`config.mk`:
```
export PLATFORM = sky130hd
export DESIGN_NAME = spi_fifo_master
export DESIGN_NICKNAME = d
export VERILOG_FILES = /design/src/rtl/spi_fifo_pkg.sv /design/src/rtl/spi_word_fifo.sv /design/src/rtl/spi_shift_engine.sv /design/src/rtl/spi_fifo_master.sv
export SDC_FILE = /design/constraint.sdc
export NUM_CORES = 1
export LEC_CHECK = 0
export BUFFER_PORTS_ARGS = -buffer_cell sky130_fd_sc_hd__clkbuf_2
export CORE_MARGIN = 4
export CORE_UTILIZATION = 50
export CTS_BUF_LIST = sky130_fd_sc_hd__clkbuf_4
export DETAILED_ROUTE_END_ITERATION = 10
export GPL_TIMING_DRIVEN = 0
export PLACE_DENSITY = 0.78
export SLEW_MARGIN = 10
export SYNTH_ARGS = -nofsm -noshare
export SYNTH_HDL_FRONTEND = slang
export SYNTH_SLANG_ARGS = --single-unit
```
`constraint.sdc`:
```
create_clock -name clk -period 9.7 [get_ports clk]
set_input_delay 0.97 -clock clk [delete_from_list [all_inputs] [get_ports clk]]
set_output_delay 0.97 -clock clk [all_outputs]
set_load 0.02 [all_outputs]
```
`src/rtl/spi_fifo_pkg.sv`:
```
package spi_fifo_pkg;

    localparam int WORD_W     = 16;
    localparam int FIFO_DEPTH = 4;
    localparam int GAP_W      = 13;
    localparam int CTRL_W     = 32;

    localparam int BIT_QEN = 16;
    localparam int BIT_WM  = 18;
    localparam int BIT_RUN = 20;
    localparam int BIT_OVR = 24;

    typedef enum logic [1:0] {
        ENG_IDLE  = 2'd0,
        ENG_SHIFT = 2'd1,
        ENG_GAP   = 2'd2
    } eng_state_e;

    typedef struct packed {
        logic             run;
        logic [1:0]       wm;
        logic             qen;
        logic [GAP_W-1:0] gap;
    } ctrl_t;

    function automatic int wm_threshold(input logic [1:0] code, input int depth);
        return (code == 2'd3) ? depth : int'(code) + 1;
    endfunction

endpackage

```
`src/rtl/spi_word_fifo.sv`:
```
module spi_word_fifo #(
    parameter int W     = 16,
    parameter int DEPTH = 4,
    localparam int PTR_W = (DEPTH > 1) ? $clog2(DEPTH) : 1,
    localparam int LVL_W = $clog2(DEPTH + 1)
) (
    input  logic             clk,
    input  logic             rst,
    input  logic             flush,
    input  logic             cap_one,
    input  logic             push,
    input  logic [W-1:0]     wdata,
    input  logic             pop,
    output logic [W-1:0]     rdata,
    output logic [LVL_W-1:0] level,
    output logic             full
);
    logic [W-1:0]     mem [DEPTH];
    logic [PTR_W-1:0] wr_ptr, rd_ptr;
    logic             empty, do_push, do_pop;

    assign empty   = (level == '0);
    assign full    = cap_one ? !empty : (level == LVL_W'(DEPTH));
    assign do_push = push && !full;
    assign do_pop  = pop && !empty;
    assign rdata   = mem[rd_ptr];

    function automatic logic [PTR_W-1:0] bump(input logic [PTR_W-1:0] p);
        return (p == PTR_W'(DEPTH - 1)) ? '0 : p + 1'b1;
    endfunction

    always_ff @(posedge clk) begin
        if (rst || flush) begin
            wr_ptr <= '0;
            rd_ptr <= '0;
            level  <= '0;
            if (rst) begin
                for (int i = 0; i < DEPTH; i++) mem[i] <= '0;
            end
        end else begin
            if (do_push) begin
                mem[wr_ptr] <= wdata;
                wr_ptr      <= bump(wr_ptr);
            end
            if (do_pop) rd_ptr <= bump(rd_ptr);
            case ({do_push, do_pop})
                2'b10:   level <= level + 1'b1;
                2'b01:   level <= level - 1'b1;
                default: level <= level;
            endcase
        end
    end


    full_push_chk: assert property (@(posedge clk) disable iff (rst)
        (full && push && !pop && !flush) |=> (level == $past(level)));


    empty_pop_chk: assert property (@(posedge clk) disable iff (rst)
        (empty && pop && !push) |=> (level == '0));


    level_bound_chk: assert property (@(posedge clk) disable iff (rst)
        level <= LVL_W'(DEPTH));

endmodule

```
`src/rtl/spi_shift_engine.sv`:
```
module spi_shift_engine
    import spi_fifo_pkg::*;
#(
    parameter int W     = 16,
    parameter int GAP_W = 13,
    localparam int BIT_W = $clog2(W)
) (
    input  logic             clk,
    input  logic             rst,
    input  logic             run,
    input  logic             tx_avail,
    input  logic [W-1:0]     tx_word,
    output logic             tx_take,
    input  logic [GAP_W-1:0] gap_len,
    input  logic             miso,
    output logic             sclk,
    output logic             mosi,
    output logic             ss_n,
    output logic             rx_valid,
    output logic [W-1:0]     rx_word
);
    eng_state_e       state;
    logic             sclk_q, ss_q;
    logic [W-1:0]     tx_sh, rx_sh;
    logic [BIT_W-1:0] bit_cnt;
    logic [GAP_W-1:0] gap_cnt;
    logic             gap_done, last_bit;

    assign gap_done = (gap_cnt >= gap_len);
    assign last_bit = (bit_cnt == BIT_W'(W - 1));
    assign tx_take  = run && tx_avail &&
                      ((state == ENG_IDLE) || (state == ENG_GAP && gap_done));
    assign rx_valid = (state == ENG_SHIFT) && sclk_q && last_bit;
    assign rx_word  = rx_sh;
    assign sclk     = sclk_q;
    assign ss_n     = ss_q;
    assign mosi     = tx_sh[W-1];

    always_ff @(posedge clk) begin
        if (rst) begin
            state   <= ENG_IDLE;
            sclk_q  <= 1'b0;
            ss_q    <= 1'b1;
            tx_sh   <= '0;
            rx_sh   <= '0;
            bit_cnt <= '0;
            gap_cnt <= '0;
        end else if (tx_take) begin
            tx_sh   <= tx_word;
            bit_cnt <= '0;
            sclk_q  <= 1'b0;
            ss_q    <= 1'b0;
            state   <= ENG_SHIFT;
        end else begin
            case (state)
                ENG_SHIFT: begin
                    if (!sclk_q) begin
                        sclk_q <= 1'b1;
                        rx_sh  <= {rx_sh[W-2:0], miso};
                    end else begin
                        sclk_q <= 1'b0;
                        if (last_bit) begin
                            state   <= ENG_GAP;
                            gap_cnt <= '0;
                        end else begin
                            bit_cnt <= bit_cnt + 1'b1;
                            tx_sh   <= {tx_sh[W-2:0], 1'b0};
                        end
                    end
                end
                ENG_GAP: begin
                    if (gap_done) begin
                        state <= ENG_IDLE;
                        ss_q  <= 1'b1;
                    end else begin
                        gap_cnt <= gap_cnt + 1'b1;
                    end
                end
                default: begin
                    sclk_q <= 1'b0;
                    ss_q   <= 1'b1;
                end
            endcase
        end
    end


    sclk_select_chk: assert property (@(posedge clk) disable iff (rst)
        sclk |-> !ss_n);


    gap_quiet_chk: assert property (@(posedge clk) disable iff (rst)
        (state == ENG_GAP) |-> (!sclk && !ss_n));


    mosi_hold_chk: assert property (@(posedge clk) disable iff (rst)
        (state == ENG_SHIFT && !sclk_q && $past(state == ENG_SHIFT)) |=> $stable(mosi));

endmodule

```
`src/rtl/spi_fifo_master.sv`:
```
module spi_fifo_master
    import spi_fifo_pkg::*;
#(
    parameter int W     = WORD_W,
    parameter int DEPTH = FIFO_DEPTH,
    parameter int GW    = GAP_W,
    localparam int LVL_W = $clog2(DEPTH + 1)
) (
    input  logic              clk,
    input  logic              rst,
    input  logic              ctrl_we,
    input  logic [CTRL_W-1:0] ctrl_wdata,
    output logic [CTRL_W-1:0] ctrl_rdata,
    input  logic              tx_push,
    input  logic [W-1:0]      tx_wdata,
    output logic [LVL_W-1:0]  tx_level,
    input  logic              rx_pop,
    output logic [W-1:0]      rx_rdata,
    output logic [LVL_W-1:0]  rx_level,
    output logic              rx_irq,
    output logic              sclk,
    output logic              mosi,
    input  logic              miso,
    output logic              ss_n
);
    ctrl_t        ctrl_q;
    logic         ovr_q;
    logic         flush, cap_one;
    logic         tx_full, tx_take, rx_full, rx_valid;
    logic [W-1:0] tx_head, rx_word;
    logic         unused_ctrl_bits, unused_tx_full;

    assign flush   = ctrl_we && ctrl_q.qen && !ctrl_wdata[BIT_QEN];
    assign cap_one = !ctrl_q.qen;

    always_ff @(posedge clk) begin
        if (rst) begin
            ctrl_q <= '0;
            ovr_q  <= 1'b0;
        end else begin
            if (ctrl_we) begin
                ctrl_q.gap <= ctrl_wdata[GW-1:0];
                ctrl_q.qen <= ctrl_wdata[BIT_QEN];
                ctrl_q.wm  <= ctrl_wdata[BIT_WM+1:BIT_WM];
                ctrl_q.run <= ctrl_wdata[BIT_RUN];
            end
            if (rx_valid && rx_full && !flush) ovr_q <= 1'b1;
            else if (ctrl_we && ctrl_wdata[BIT_OVR]) ovr_q <= 1'b0;
        end
    end

    always_comb begin
        ctrl_rdata                         = '0;
        ctrl_rdata[GW-1:0]                 = ctrl_q.gap;
        ctrl_rdata[BIT_QEN]                = ctrl_q.qen;
        ctrl_rdata[BIT_WM+1:BIT_WM]        = ctrl_q.wm;
        ctrl_rdata[BIT_RUN]                = ctrl_q.run;
        ctrl_rdata[BIT_OVR]                = ovr_q;
    end

    assign unused_ctrl_bits = ^{ctrl_wdata[CTRL_W-1:BIT_OVR+1], ctrl_wdata[BIT_OVR-1:BIT_RUN+1],
                                ctrl_wdata[BIT_QEN+1], ctrl_wdata[BIT_QEN-1:GW]};
    assign unused_tx_full   = tx_full;

    spi_word_fifo #(.W(W), .DEPTH(DEPTH)) u_tx_fifo (
        .clk(clk), .rst(rst), .flush(flush), .cap_one(cap_one),
        .push(tx_push), .wdata(tx_wdata), .pop(tx_take),
        .rdata(tx_head), .level(tx_level), .full(tx_full)
    );

    spi_word_fifo #(.W(W), .DEPTH(DEPTH)) u_rx_fifo (
        .clk(clk), .rst(rst), .flush(flush), .cap_one(cap_one),
        .push(rx_valid), .wdata(rx_word), .pop(rx_pop),
        .rdata(rx_rdata), .level(rx_level), .full(rx_full)
    );

    spi_shift_engine #(.W(W), .GAP_W(GW)) u_engine (
        .clk(clk), .rst(rst), .run(ctrl_q.run),
        .tx_avail(tx_level != '0), .tx_word(tx_head), .tx_take(tx_take),
        .gap_len(ctrl_q.gap), .miso(miso),
        .sclk(sclk), .mosi(mosi), .ss_n(ss_n),
        .rx_valid(rx_valid), .rx_word(rx_word)
    );

    always_comb begin
        if (ctrl_q.qen) rx_irq = (int'(rx_level) >= wm_threshold(ctrl_q.wm, DEPTH));
        else            rx_irq = (rx_level != '0);
    end


    irq_full_chk: assert property (@(posedge clk) disable iff (rst)
        (ctrl_q.qen && rx_level == LVL_W'(DEPTH)) |-> rx_irq);


    ovr_sticky_chk: assert property (@(posedge clk) disable iff (rst)
        (ovr_q && !(ctrl_we && ctrl_wdata[BIT_OVR])) |=> ovr_q);


    single_cap_chk: assert property (@(posedge clk) disable iff (rst)
        !ctrl_q.qen |-> (tx_level <= 1 && rx_level <= 1));


    flush_empty_chk: assert property (@(posedge clk) disable iff (rst)
        flush |=> (tx_level == '0 && rx_level == '0));


    start_gate_chk: assert property (@(posedge clk) disable iff (rst)
        ($fell(ss_n)) |-> $past(ctrl_q.run));

endmodule

```
== Word level (Yosys, flattened, before mapping) ==
Memory sizes are Yosys's and may differ from the RTL's. A register that Yosys moved wholly into a read port is not among the register bits.
Cells that the tools add are included.
Word-level totals
  bits in registers: 85
  latch bits: 0
  RAM bits: 128
  bits in read-only memories: 0
  bits of input ports: 54
  output and inout port bits: 58
  logic and storage cells: 153
  memories: 2
Memories
  u_rx_fifo.mem: words 4, bits a word 16, read ports 1, clocked after memory_dff 1, write ports 4, RTL line spi_word_fifo.sv:18  | logic [W-1:0] mem [DEPTH];
  u_tx_fifo.mem: words 4, bits a word 16, read ports 1, clocked after memory_dff 1, write ports 4, RTL line spi_word_fifo.sv:18
Cells by class
  $add $sub $neg: 11
  multipliers: 0
  divide/modulo/power cells: 0
  order comparisons: 2
  eq/ne operators: 23
  shifts and indexed selects: 0
  multiplexer cells: 49
  bitwise logic cells: 3
  reduce and logical (&&, ||, !) cells: 44
Operators by type and width (number)
  two-way mux 16 bit: 6
  two-way mux 13 bit: 3
  OR reduction 16 bit: 2
  two-way mux 2 bit: 13
  case mux 13 bit (2 select lines): 1
  two-way mux 1 bit: 20
  == test 2 bit, second input constant: 8
  logical AND 1 bit: 14
  adder 13 x 1 -> 13 bit, second input constant: 1
  >= comparator 13 bit: 1
  case mux 3 bit (2 select lines): 2
  nonzero test 2 bit: 6
  != test 3 x 2 -> 1 bit, second input constant: 3
  AND reduction 3 bit: 3
  nonzero test 3 bit: 3
  adder 2 x 1 -> 2 bit, second input constant: 4
  AND reduction 4 bit: 2
  adder 3 x 1 -> 3 bit, second input constant: 2
  == test 2 x 1 -> 1 bit, second input constant: 3
  == test 3 bit, second input constant: 2
  zero test 1 bit: 6
  zero test 3 bit: 2
  != test 2 x 1 -> 1 bit, second input constant: 3
  != test 2 bit, second input constant: 3
  14 further kinds: 19

== Depth between registers and ports, before layout ==
Gate-level depths: netlist (run 1).
  depth in word-level cells: 10
  mapped depth: 14

== Modules after synthesis ==
Synthesis (run 1) repeated with hierarchy kept, for this count alone.
Unflattened totals
  cells, all modules: 880
  area total of the unflattened synthesis: 10298.6 sq um
Modules (own cells, without submodules)
  spi_word_fifo (u_tx_fifo): times used 1, cells an instance 225, area each 3398.3 sq um, seq. area each 2102.0 sq um
  spi_word_fifo (u_rx_fifo): times used 1, cells an instance 229, area each 3205.6 sq um, seq. area each 2102.0 sq um
  spi_shift_engine: times used 1, cells an instance 333, area each 2810.2 sq um, seq. area each 1061.0 sq um
  spi_fifo_master: times used 1, cells an instance 93, area each 884.6 sq um, seq. area each 360.3 sq um

== Worst setup path before layout (run 1) ==
Ideal clock, no wire load.
  kind: reg2reg
  start point: register ctrl_q (netlist bit ctrl_rdata[10])
  end point: register u_tx_fifo.level[2]
  setup time: 120 ps
  data arrival time: 3240 ps
  setup slack: 6340 ps
  stages on the path, launching flop included: 15
  path buffers: 2
  period minus slack after synthesis: 3360 ps
  path through: dfxtp_1 inv_1 ha_1 a211oi_1 nor2_1 nor3_2 a31oi_2 o21ai_1 buf_2 buf_6 nor2_1 fa_1 or4_4 a21oi_1 nor3b_2
Between the ends
  cells in the longest elaborated chain, start to end: 7
  elaborated cells between the ends (all ways): 9
  those cells by class: 1 x order compare; 2 x eq/ne; 1 x mux; 5 x reduce/logical
RTL lines
  start: declaration: RTL line spi_fifo_master.sv:26  | ctrl_t ctrl_q;
  >= comparator 13 bit *: RTL line spi_shift_engine.sv:29  | assign gap_done = (gap_cnt >= gap_len);
  logical AND 1 bit *: RTL line spi_shift_engine.sv:32  | ((state == ENG_IDLE) || (state == ENG_GAP && gap_done));
  logical OR 1 bit *: RTL line spi_shift_engine.sv:32
  logical AND 1 bit *: RTL line spi_shift_engine.sv:31  | assign tx_take = run && tx_avail &&
  logical AND 1 bit *: RTL line spi_word_fifo.sv:25  | assign do_pop = pop && !empty;
  == test 2 x 1 -> 1 bit / == test 2 bit (equally long branches): RTL line spi_word_fifo.sv:46  | case ({do_push, do_pop})
  case mux 3 bit (2 select lines) / nonzero test 2 bit (equally long branches)
  end signal: assignment: RTL line spi_word_fifo.sv:47  | 2'b10: level <= level + 1'b1;
  end signal: assignment: RTL line spi_word_fifo.sv:48  | 2'b01: level <= level - 1'b1;
  end signal: assignment: RTL line spi_word_fifo.sv:49  | default: level <= level;
  end: declaration: RTL line spi_word_fifo.sv:15  | output logic [LVL_W-1:0] level,
Every way passes the cells marked *; elsewhere a longest branch is shown, timed or not.
A chain may end at the register's enable or synchronous reset.

== Worst setup path after layout (run 1) ==
Same ends and word-level chain as after synthesis.

==> results of run 1 <==
==> per-stage QoR <==
stage	util	area [sq um]	total power, W	worst slack, ps	hold slack, ps
final	0.589	11500	0.00213	6030	494
after global routing	0.589	11500	0.00224	5800	509
after CTS	0.588	11500	0.00216	6010	491
after detailed placement	0.552	10800	0.00139	6040	482
after global placement	0.552	10800	0.00138	6100	472
after floorplan	-	10000	0.00130	6340	454
==> power by group <==
| group | switching, W | internal [W] |
|---|---|---|
| clock | 0.000362 | 0.000404 |
| combinational | 0.000170 | 0.000120 |
| sequential | 0.0000312 | 0.00105 |
| total | 0.000564 | 0.00157 |
==> logic make-up after synthesis <==
logic type,Yosys count
AO/OA/AOI/OAI,61
buffers and inverters,81
adder cells (fa/ha/maj),29
flip-flops,217
AND/OR/NAND/NOR,315
multiplexers,83
other,1
XOR/XNOR,18
==> worst min path at each step <==
stage,start,end,slack (ps),cells after the start
global placement,u_tx_fifo.rd_ptr[1]$_SDFFE_PP0P_,u_tx_fifo.rd_ptr[1]$_SDFFE_PP0P_,470,2
floorplan,u_rx_fifo.rd_ptr[1]$_SDFFE_PP0P_,flip-flop,450,2
finish,u_tx_fifo.rd_ptr[1]$_SDFFE_PP0P_,u_tx_fifo.rd_ptr[1]$_SDFFE_PP0P_,490,2
CTS,u_tx_fifo.rd_ptr[1]$_SDFFE_PP0P_,u_tx_fifo.rd_ptr[1]$_SDFFE_PP0P_,490,2
detailed placement,u_tx_fifo.rd_ptr[1]$_SDFFE_PP0P_,u_tx_fifo.rd_ptr[1]$_SDFFE_PP0P_,480,2
global route,ctrl_wdata[5],ctrl_rdata[5]$_SDFFE_PP0P_,510,3
==> Yosys cell counts, types with 6 or more instances <==
cell      number  area (sq um)
a211oi_2       8           100
a21oi_1       20           100
a211oi_1       8          60.1
nor3_1        14          70.1
or2_2          8          50.1
mux2i_1       51           510
o21ai_0        8          40.0
nand3_1       11          55.1
and2_1       113           707
mux4_2        32           721
nand2_1       29           109
and3_1        19           119
inv_1         23          86.3
xnor2_1       13           114
buf_4         17           128
ha_1          27           338
dfxtp_1       89          1780
edfxtp_1     128          3840
clkbuf_1      26          97.6
buf_2          7          35.0
nor2_1        85           319
nand4_1        6          37.5
==> cell type report <==
class	count	area, sq um	area share
clock inverters	16	70.1	0.00610
diodes	1	2.50	0.000218
inverters	23	86.3	0.00751
flip-flops and latches	217	5630	0.489
well taps	265	332	0.0289
multi-input cells	520	4010	0.349
clock buffers	86	646	0.0562
plain buffers	58	314	0.0273
repair buffers	81	405	0.0353
==> critical path, stage by stage, from the launching register on <==
cell	delay (ps)
dfxtp_1	350
inv_1	50
ha_1	300
a211oi_1	230
nor2_1	90
nor3_2	260
a31oi_2	200
o21ai_1	290
buf_2	300
buf_6	210
nor2_1	70
fa_1	410
or4_4	550
a21oi_1	190
nor3b_2	60
==> metal layers <==
| layer | vias to the layer above | part of all wire | global-route usage |
|---|---|---|---|
| met4 | 0 | 0.013 | 0.0554 |
| li1 | 3184 | - | - |
| met3 | 24 | 0.052 | 0.0392 |
| met1 | 3118 | 0.42 | 0.226 |
| met5 | - | 0 | 0 |
| met2 | 163 | 0.52 | 0.337 |
==> sequential cells by signal, indices dropped and copies added, names as in the netlist, 2 cells and up, named ones only <==
signal	flops
u_tx_fifo.wr_ptr	2
u_tx_fifo.level	3
u_rx_fifo.mem	64
u_engine.tx_sh	16
ctrl_rdata	17
u_engine.state	2
u_rx_fifo.rd_ptr	2
u_engine.gap_cnt	13
u_rx_fifo.level	3
u_engine.rx_word	16
u_tx_fifo.rd_ptr	2
u_rx_fifo.wr_ptr	2
u_tx_fifo.mem	64
u_engine.bit_cnt	4
==> results summary, run 1 <==
The most critical setup path has its startpoint at ctrl_rdata[10]$_SDFFE_PP0P_. The number of placed instances, taps included is roughly 1200. In the synthesized netlist the dominant register cell turns out to be edfxtp_1.

The simple-gate area share of the yosys netlist is 0.172. Fill cells in the final layout number 1625. For this design the ratio of total power to cell area is about 190 nW/um^2.

The area growth from synthesis to layout is 15.1%. The complex-gate fraction of the synthesized area is 0.0456. The post-CTS repair timing setup buffer count came out at 0.

The number of top-level pins is ~110. The classification of the worst setup path is flip-flop to flip-flop. The Yosys warning count came out at 0. The sum of overflow across all layers after global routing came out at 0. The via count of the first global-routing pass came out at about 6700. The worst setup path is launched from a flip-flop.

For this run, the total global-route usage over all layers was measured as 0.187. The final setup skew came out at ~31 ps. The detail route stage leaves a number of antenna-violating nets equal to 0. The total iterations of the first detailed-routing run came out at 4. After clock tree synthesis, the flow added hold-fix buffers numbering 0. Summed over all layers, the routed wires come to 20700 um.

Dividing the detail-routed wire length by the instance count gives 16.3 um. Averaged over all synthesized cells, the footprint is roughly 12 sq um. The sequential fraction of the synthesis area is 0.563. The flow ran to the end, and the final reports show no timing, DRC or antenna violations.

The area enclosed by the die boundary came out at around 22000 sq um. Clock-pin slew was measured on the worst setup and hold paths at 70 ps. For flop-to-flop paths, the worst setup slack is 6030 ps.

The violation count after the first detailed-routing iteration came out at roughly 260. The transition time at the pin with the least slew margin is ~840 ps. The distinct cell type count of the synthesized netlist came out at 60. The classification of the worst-slack hold path is flip-flop to flip-flop. The site row count came out at 51. The number of antenna violations at the first check in global routing came to 1.

The count of flip-flops with a built-in enable after synthesis is between 100 and 150. The cell sitting at the root of the clock tree is a clkbuf_4. The final setup TNS is 0 ps. The CTS tree is done.

The largest fanout of any net on the critical path is 10. The netlist area before placement came out at 9990 sq um. The portion of synthesized area spent on multiplexers is 0.123. Of the total synthesized cell area, the portion taken by full adders, half adders and majority gates is 0.0378.

The starting utilization of the core area is 0.512. The height of the die came out at roughly 150 um. The critical path ends at u_tx_fifo.level[2]$_SDFFE_PP0P_. The tool flagged a number of max-cap violations equal to 0. The maximum buffer depth of the clock tree is 3.

The total count of max-transition violations in the final report came out at 0. The critical path arrival is 4190 ps. During placement, the flow inserted port buffers numbering between 80 and 90. The worst slew margin relative to its limit is 0.443. In this run the critical register-to-register path is captured at u_tx_fifo.level[2]$_SDFFE_PP0P_. The total setup violations reported at the end of the flow came out at 0.

For the finished layout, the period the worst path requires is 3670 ps. The worst-case vdd ir drop came out at about 0.094 mV. The fraction of layout cells with a size suffix above 1 came out at 0.264. The cell count after synthesis came out at 805. After synthesis, the largest family of logic cells by area is simple AND/OR/NAND/NOR gates. The XOR/XNOR share of the synthesized area came out at 0.0172. The maximum level of the CTS H-tree is 2. The average via count per standard cell is slightly above 5.

The first-pass GRT wire length came out at 33000 um. In the layout the commonest cells are edfxtp_1, and2_1, dfxtp_1. The number of cells on the worst reg-to-reg path is 14. The die outline width is ~150 um. The maximum number of pins on one net before global-route repair came out at 17. The final-report hold violation count came to 0. The total clock sinks is 217. Based on the critical path, the design can be clocked at up to ~0.27 GHz. The post-layout net count came out at 1038.

The congestion estimate from routability-driven global placement came to ~0.83. For this design the static power due to leakage is approximately 4.6 nW. The final route contains 6489 vias. The final cell count without fillers is 1267.

The most common cell after layout, fill and taps aside is edfxtp_1. In this run, CTS created clock tree buffers numbering 54. The final routed DRC violation total is 0. Once the clock tree was built, the resizer swapped 0 gates to a different size. The area of the core came out at 19500 sq um. The HPWL after detailed placement came out at around 14000 um. STA puts the critical path data required time at about 10000 ps. The startpoint of the most critical register-to-register path is ctrl_rdata[10]$_SDFFE_PP0P_. The fraction of the cycle the final worst path needs came out at 0.379. In the synthesized netlist the async set-or-reset flop fraction comes to 0.

Setup repair after global routing left no endpoint under its margin. The number of storage elements in the synthesis netlist came out at 217. The clock latency on the worst-skew pair is ~650 ps.

The type of destination of the critical path is a flip-flop.
(Power assumes the default switching activity.)
==> inputs of run 2 (changes only) <==
- ABC_AREA: unset -> 1
- PLACE_DENSITY: 0.78 -> 0.81
- clock period: 9.7 -> 3.08 ns (I/O delays scaled with it)
==> run 2 against run 1 <==
Net effect: clock skew rose by 22 ps; critical path type unchanged; final cell count rose by 25%; synthesized area fell by 0.94%; register-to-register slack got worse by 5700 ps; highest routed layer unchanged; sequential cell count did not move; combinational power rose to 3.0 times the previous value; largest cell class unchanged; design area rose by 2.8%; non-clock buffer count rose by 47.
==> results summary, run 2 <==
The number of different library cells used by synthesis comes to 43. Setup violations remaining at the end of the flow were counted as 0. Pin placement for this block handled ~110 I/O pins. The reported max-cap violation count is 0. Setup repair after global routing left no endpoint under its margin. The total length of routed wires is approximately 24000 um. For this run, the register share of the synthesized area comes to 0.569.

The flow ran to the end, and the final reports show no timing, DRC or antenna violations. The share of synthesized area in the top cell type comes to 0.388. The proportion of register bits with asynchronous set or reset after synthesis is 0. In the layout the commonest cells are nor2_1, edfxtp_1, o21ai_0. For the pin with the worst max-slew slack, the measured transition is around 780 ps. The per-instance average area after synthesis is slightly above 9 sq um.

The placer's final routability congestion estimate came out at between 0.8 and 0.9. The startpoint of the most critical register-to-register path is u_engine.state[1]$_SDFFE_PP0P_. The clock latency on the worst-skew pair came out at just under 700 ps. The areal power density over the cells is about 570 nW/um^2. For this run, the share of the core covered by cells in the final layout is 0.607. After layout, the design draws a total of 0.00672 W. The area growth from synthesis to layout came out at 19.4%. The final routed DRC violation total came out at 0. The required time of the worst setup path is 3380 ps. The critical path ends at u_rx_fifo.mem[2][9]$_SDFFCE_PN0P_. The most common cell after layout, fill and taps aside is nor2_1. The number of cells traversed by the worst register-to-register path is 11. The synthesized design contains ~130 enable-type register cells. The total via count in the routed design is roughly 8100. STA classifies the critical path endpoint as a flip-flop. By instance count, the leading cell after synthesis is nor2_1. The site row count came out at 51. The maximum level of the CTS H-tree came out at 2.

The final-report hold violation count is 0. The area of the core is 19500 sq um. The maximum number of pins on one net before global-route repair is 17. The number of buffers added by the clock tree synthesis step came out at 55.

The worst slew margin relative to its limit came out at 0.482. Ranked by total cell area, the synthesized netlist is headed by edfxtp_1, dfxtp_1, nor2_1, o21ai_0, nand2_1. The worst hold path begins at tx_wdata[10]. In this run, synthesis produced a sequential element count of between 200 and 250.

The first-pass GRT wire length is slightly below 40000 um. The fraction of the cycle the final worst path needs is 0.884. The HPWL after detailed placement is between 15000 and 20000 um. The sum of overflow across all layers after global routing came out at 0. The final setup skew is roughly 53 ps.

The worst setup path is launched from a flip-flop. The worst hold slack across all endpoints came out at roughly 40 ps. In this run the worst hold path is classified as input port to flip-flop. In the synthesized netlist, the number of instances is 1080. The most used flip-flop cell after synthesis is edfxtp_1. The cell area that synthesis handed to floorplanning was 9890 sq um. The maximum buffer depth of the clock tree is 3. The CTS clock-pin slew for the worst setup and hold paths is approximately 70 ps. The number of antenna-violating nets in the routed design is 0. The area enclosed by the die boundary is approximately 22000 sq um. The Yosys step of the flow raised 0 warnings. The final worst slack is 357 ps. The cell sitting at the root of the clock tree is a clkbuf_4.

IR analysis of the VDD net gives a maximum drop of about 0.35 mV. The total routing usage reported by global routing came out at 0.217. Counting instances in the post-synthesis netlist gives the leading cell types as nor2_1, edfxtp_1, o21ai_0, nand2_1, inv_1. The total iterations of the first detailed-routing run is 5. In this run the worst setup path begins at u_engine.state[1]$_SDFFE_PP0P_. The height of the die is ~150 um. The violation count after the first detailed-routing iteration came out at approximately 540. The filler cells instantiated in the layout total 1638. The per-cell routed wire length came out at roughly 15 um. The final setup TNS came out at 0 ps. For this design the static power due to leakage is approximately 4.8 nW. The number of antenna diodes in the final layout is 0. The total clock sinks came out at 217. The upper clock frequency limit is between 0.3 and 0.4 GHz.

The total count of max-transition violations in the final report is 0. The worst-case register-to-register setup slack came out at between 300 and 400 ps. The via count of the first global-routing pass came out at 8320. TritonCTS built the clock tree. The number of antenna violations at the first check in global routing is 0. The worst register-to-register path ends at u_rx_fifo.mem[2][9]$_SDFFCE_PN0P_. The post-layout net count is between 1000 and 1500. The synthesized design spends more area on one cell type than any other, namely edfxtp_1. In this run the worst path has a maximum fanout of 16. During placement, the flow inserted port buffers numbering between 80 and 90. Using the TritonRoute via totals, the vias-per-cell ratio works out to ~5.2. The clock period could shrink to between 2000 and 3000 ps.

In this run the post-CTS setup repair buffer count came out at 0. The die outline width came out at about 150 um. The starting utilization of the core area came out at 0.508. The pre-CTS worst setup slack came out at 163 ps.

Of the cells placed in the final design, the portion with a size suffix greater than 1 is 0.180. The classification of the worst setup path is flip-flop to flip-flop. The critical path arrival is about 3000 ps.
## run 2: changes by cell type after synthesis, moves of 19 or more
cell and change:
o22ai_1 +32, mux4_2 -32, inv_1 +67, nand2_1 +79
and2_1 -113, mux2i_1 -51, a21oi_1 +37, o21ai_0 +116
and3_1 -19, nor2_1 +167
## run 2: cell families (layout without fill, tap and decap cells)
| group | count (synthesis) | in the layout | share of synthesized area |
|---|---|---|---|
| buffers and inverters | 160 | 381 | 0.0722 |
| AOI/OAI and AO/OA | 242 | 242 | 0.134 |
| other | 1 | 14 | 0.000379 |
| xor gates and xnor gates | 13 | 13 | 0.0115 |
| and+or+nand+nor | 418 | 418 | 0.176 |
| adders and majority gates | 29 | 29 | 0.0382 |
| DFF | 217 | 217 | 0.569 |
## run 2: area by class of cell
cell class	instances	area [sq um]	area share
Buffer	65	358	0.0303
Clock buffer	89	668	0.0565
Clock inverter	11	46.3	0.00392
Inverter	95	357	0.0302
Multi-Input combinational cell	716	3620	0.307
Sequential cell	217	5630	0.476
Tap cell	265	332	0.0281
Timing Repair Buffer	121	806	0.0682
## run 2: power breakdown
| part | switching, W | internal, W |
|---|---|---|
| Sequential | 0.0000983 | 0.00329 |
| Clock | 0.00114 | 0.00130 |
| Combinational | 0.000589 | 0.000294 |
## run 2: worst min-delay path by stage
stage | to | slack (ps) | cells past startpoint
4_1_cts | ctrl_rdata[19]$_SDFFE_PP0P_ | 1 | 3
5_1_grt | u_tx_fifo.mem[0][10]$_SDFFCE_PN0P_ | 20 | 3
6_report | u_tx_fifo.mem[3][10]$_DFFE_PP_ | 40 | 3
3_3_place_gp | u_engine.tx_sh[0]$_SDFFE_PP0P_ | 470 | 2
3_5_place_dp | ovr_q$_SDFFE_PP0P_ | 470 | 2
2_1_floorplan | ctrl_rdata[18]$_SDFFE_PP0P_ | 440 | 2
## run 2: repair_timing
item | in CTS | in global routing
endpoints found under the setup margin | 0 | 48
hold endpoints to repair | 83 | 0
gates resized for setup | 0 | 3
hold buffers | 38 | 0
## run 2: layer usage
layer,vias up,track usage,routed length [um]
met1,3777,0.258,9400
met3,36,0.0430,1680
met2,295,0.391,12400
met4,0,0.0771,398
li1,4041,-,-
met5,-,0,0
## run 2: critical path: stages (launching register included)
cell     delay [ps]
dfxtp_1         330
inv_1            80
ha_1            270
nand2_1         100
nor2_1          170
inv_2            90
nor2_4          180
nand2_4         150
nor2_4          180
nand2_2         160
buf_2           240
nand2_2         380
## run 2: metrics by stage
stage | instance area, sq um | instances
floorplan | 9940 | 1093
global placement | 10700 | 1440
detailed placement | 10700 | 1441
CTS | 11800 | 1579
global route | 11800 | 1579
finish | 11800 | 1579
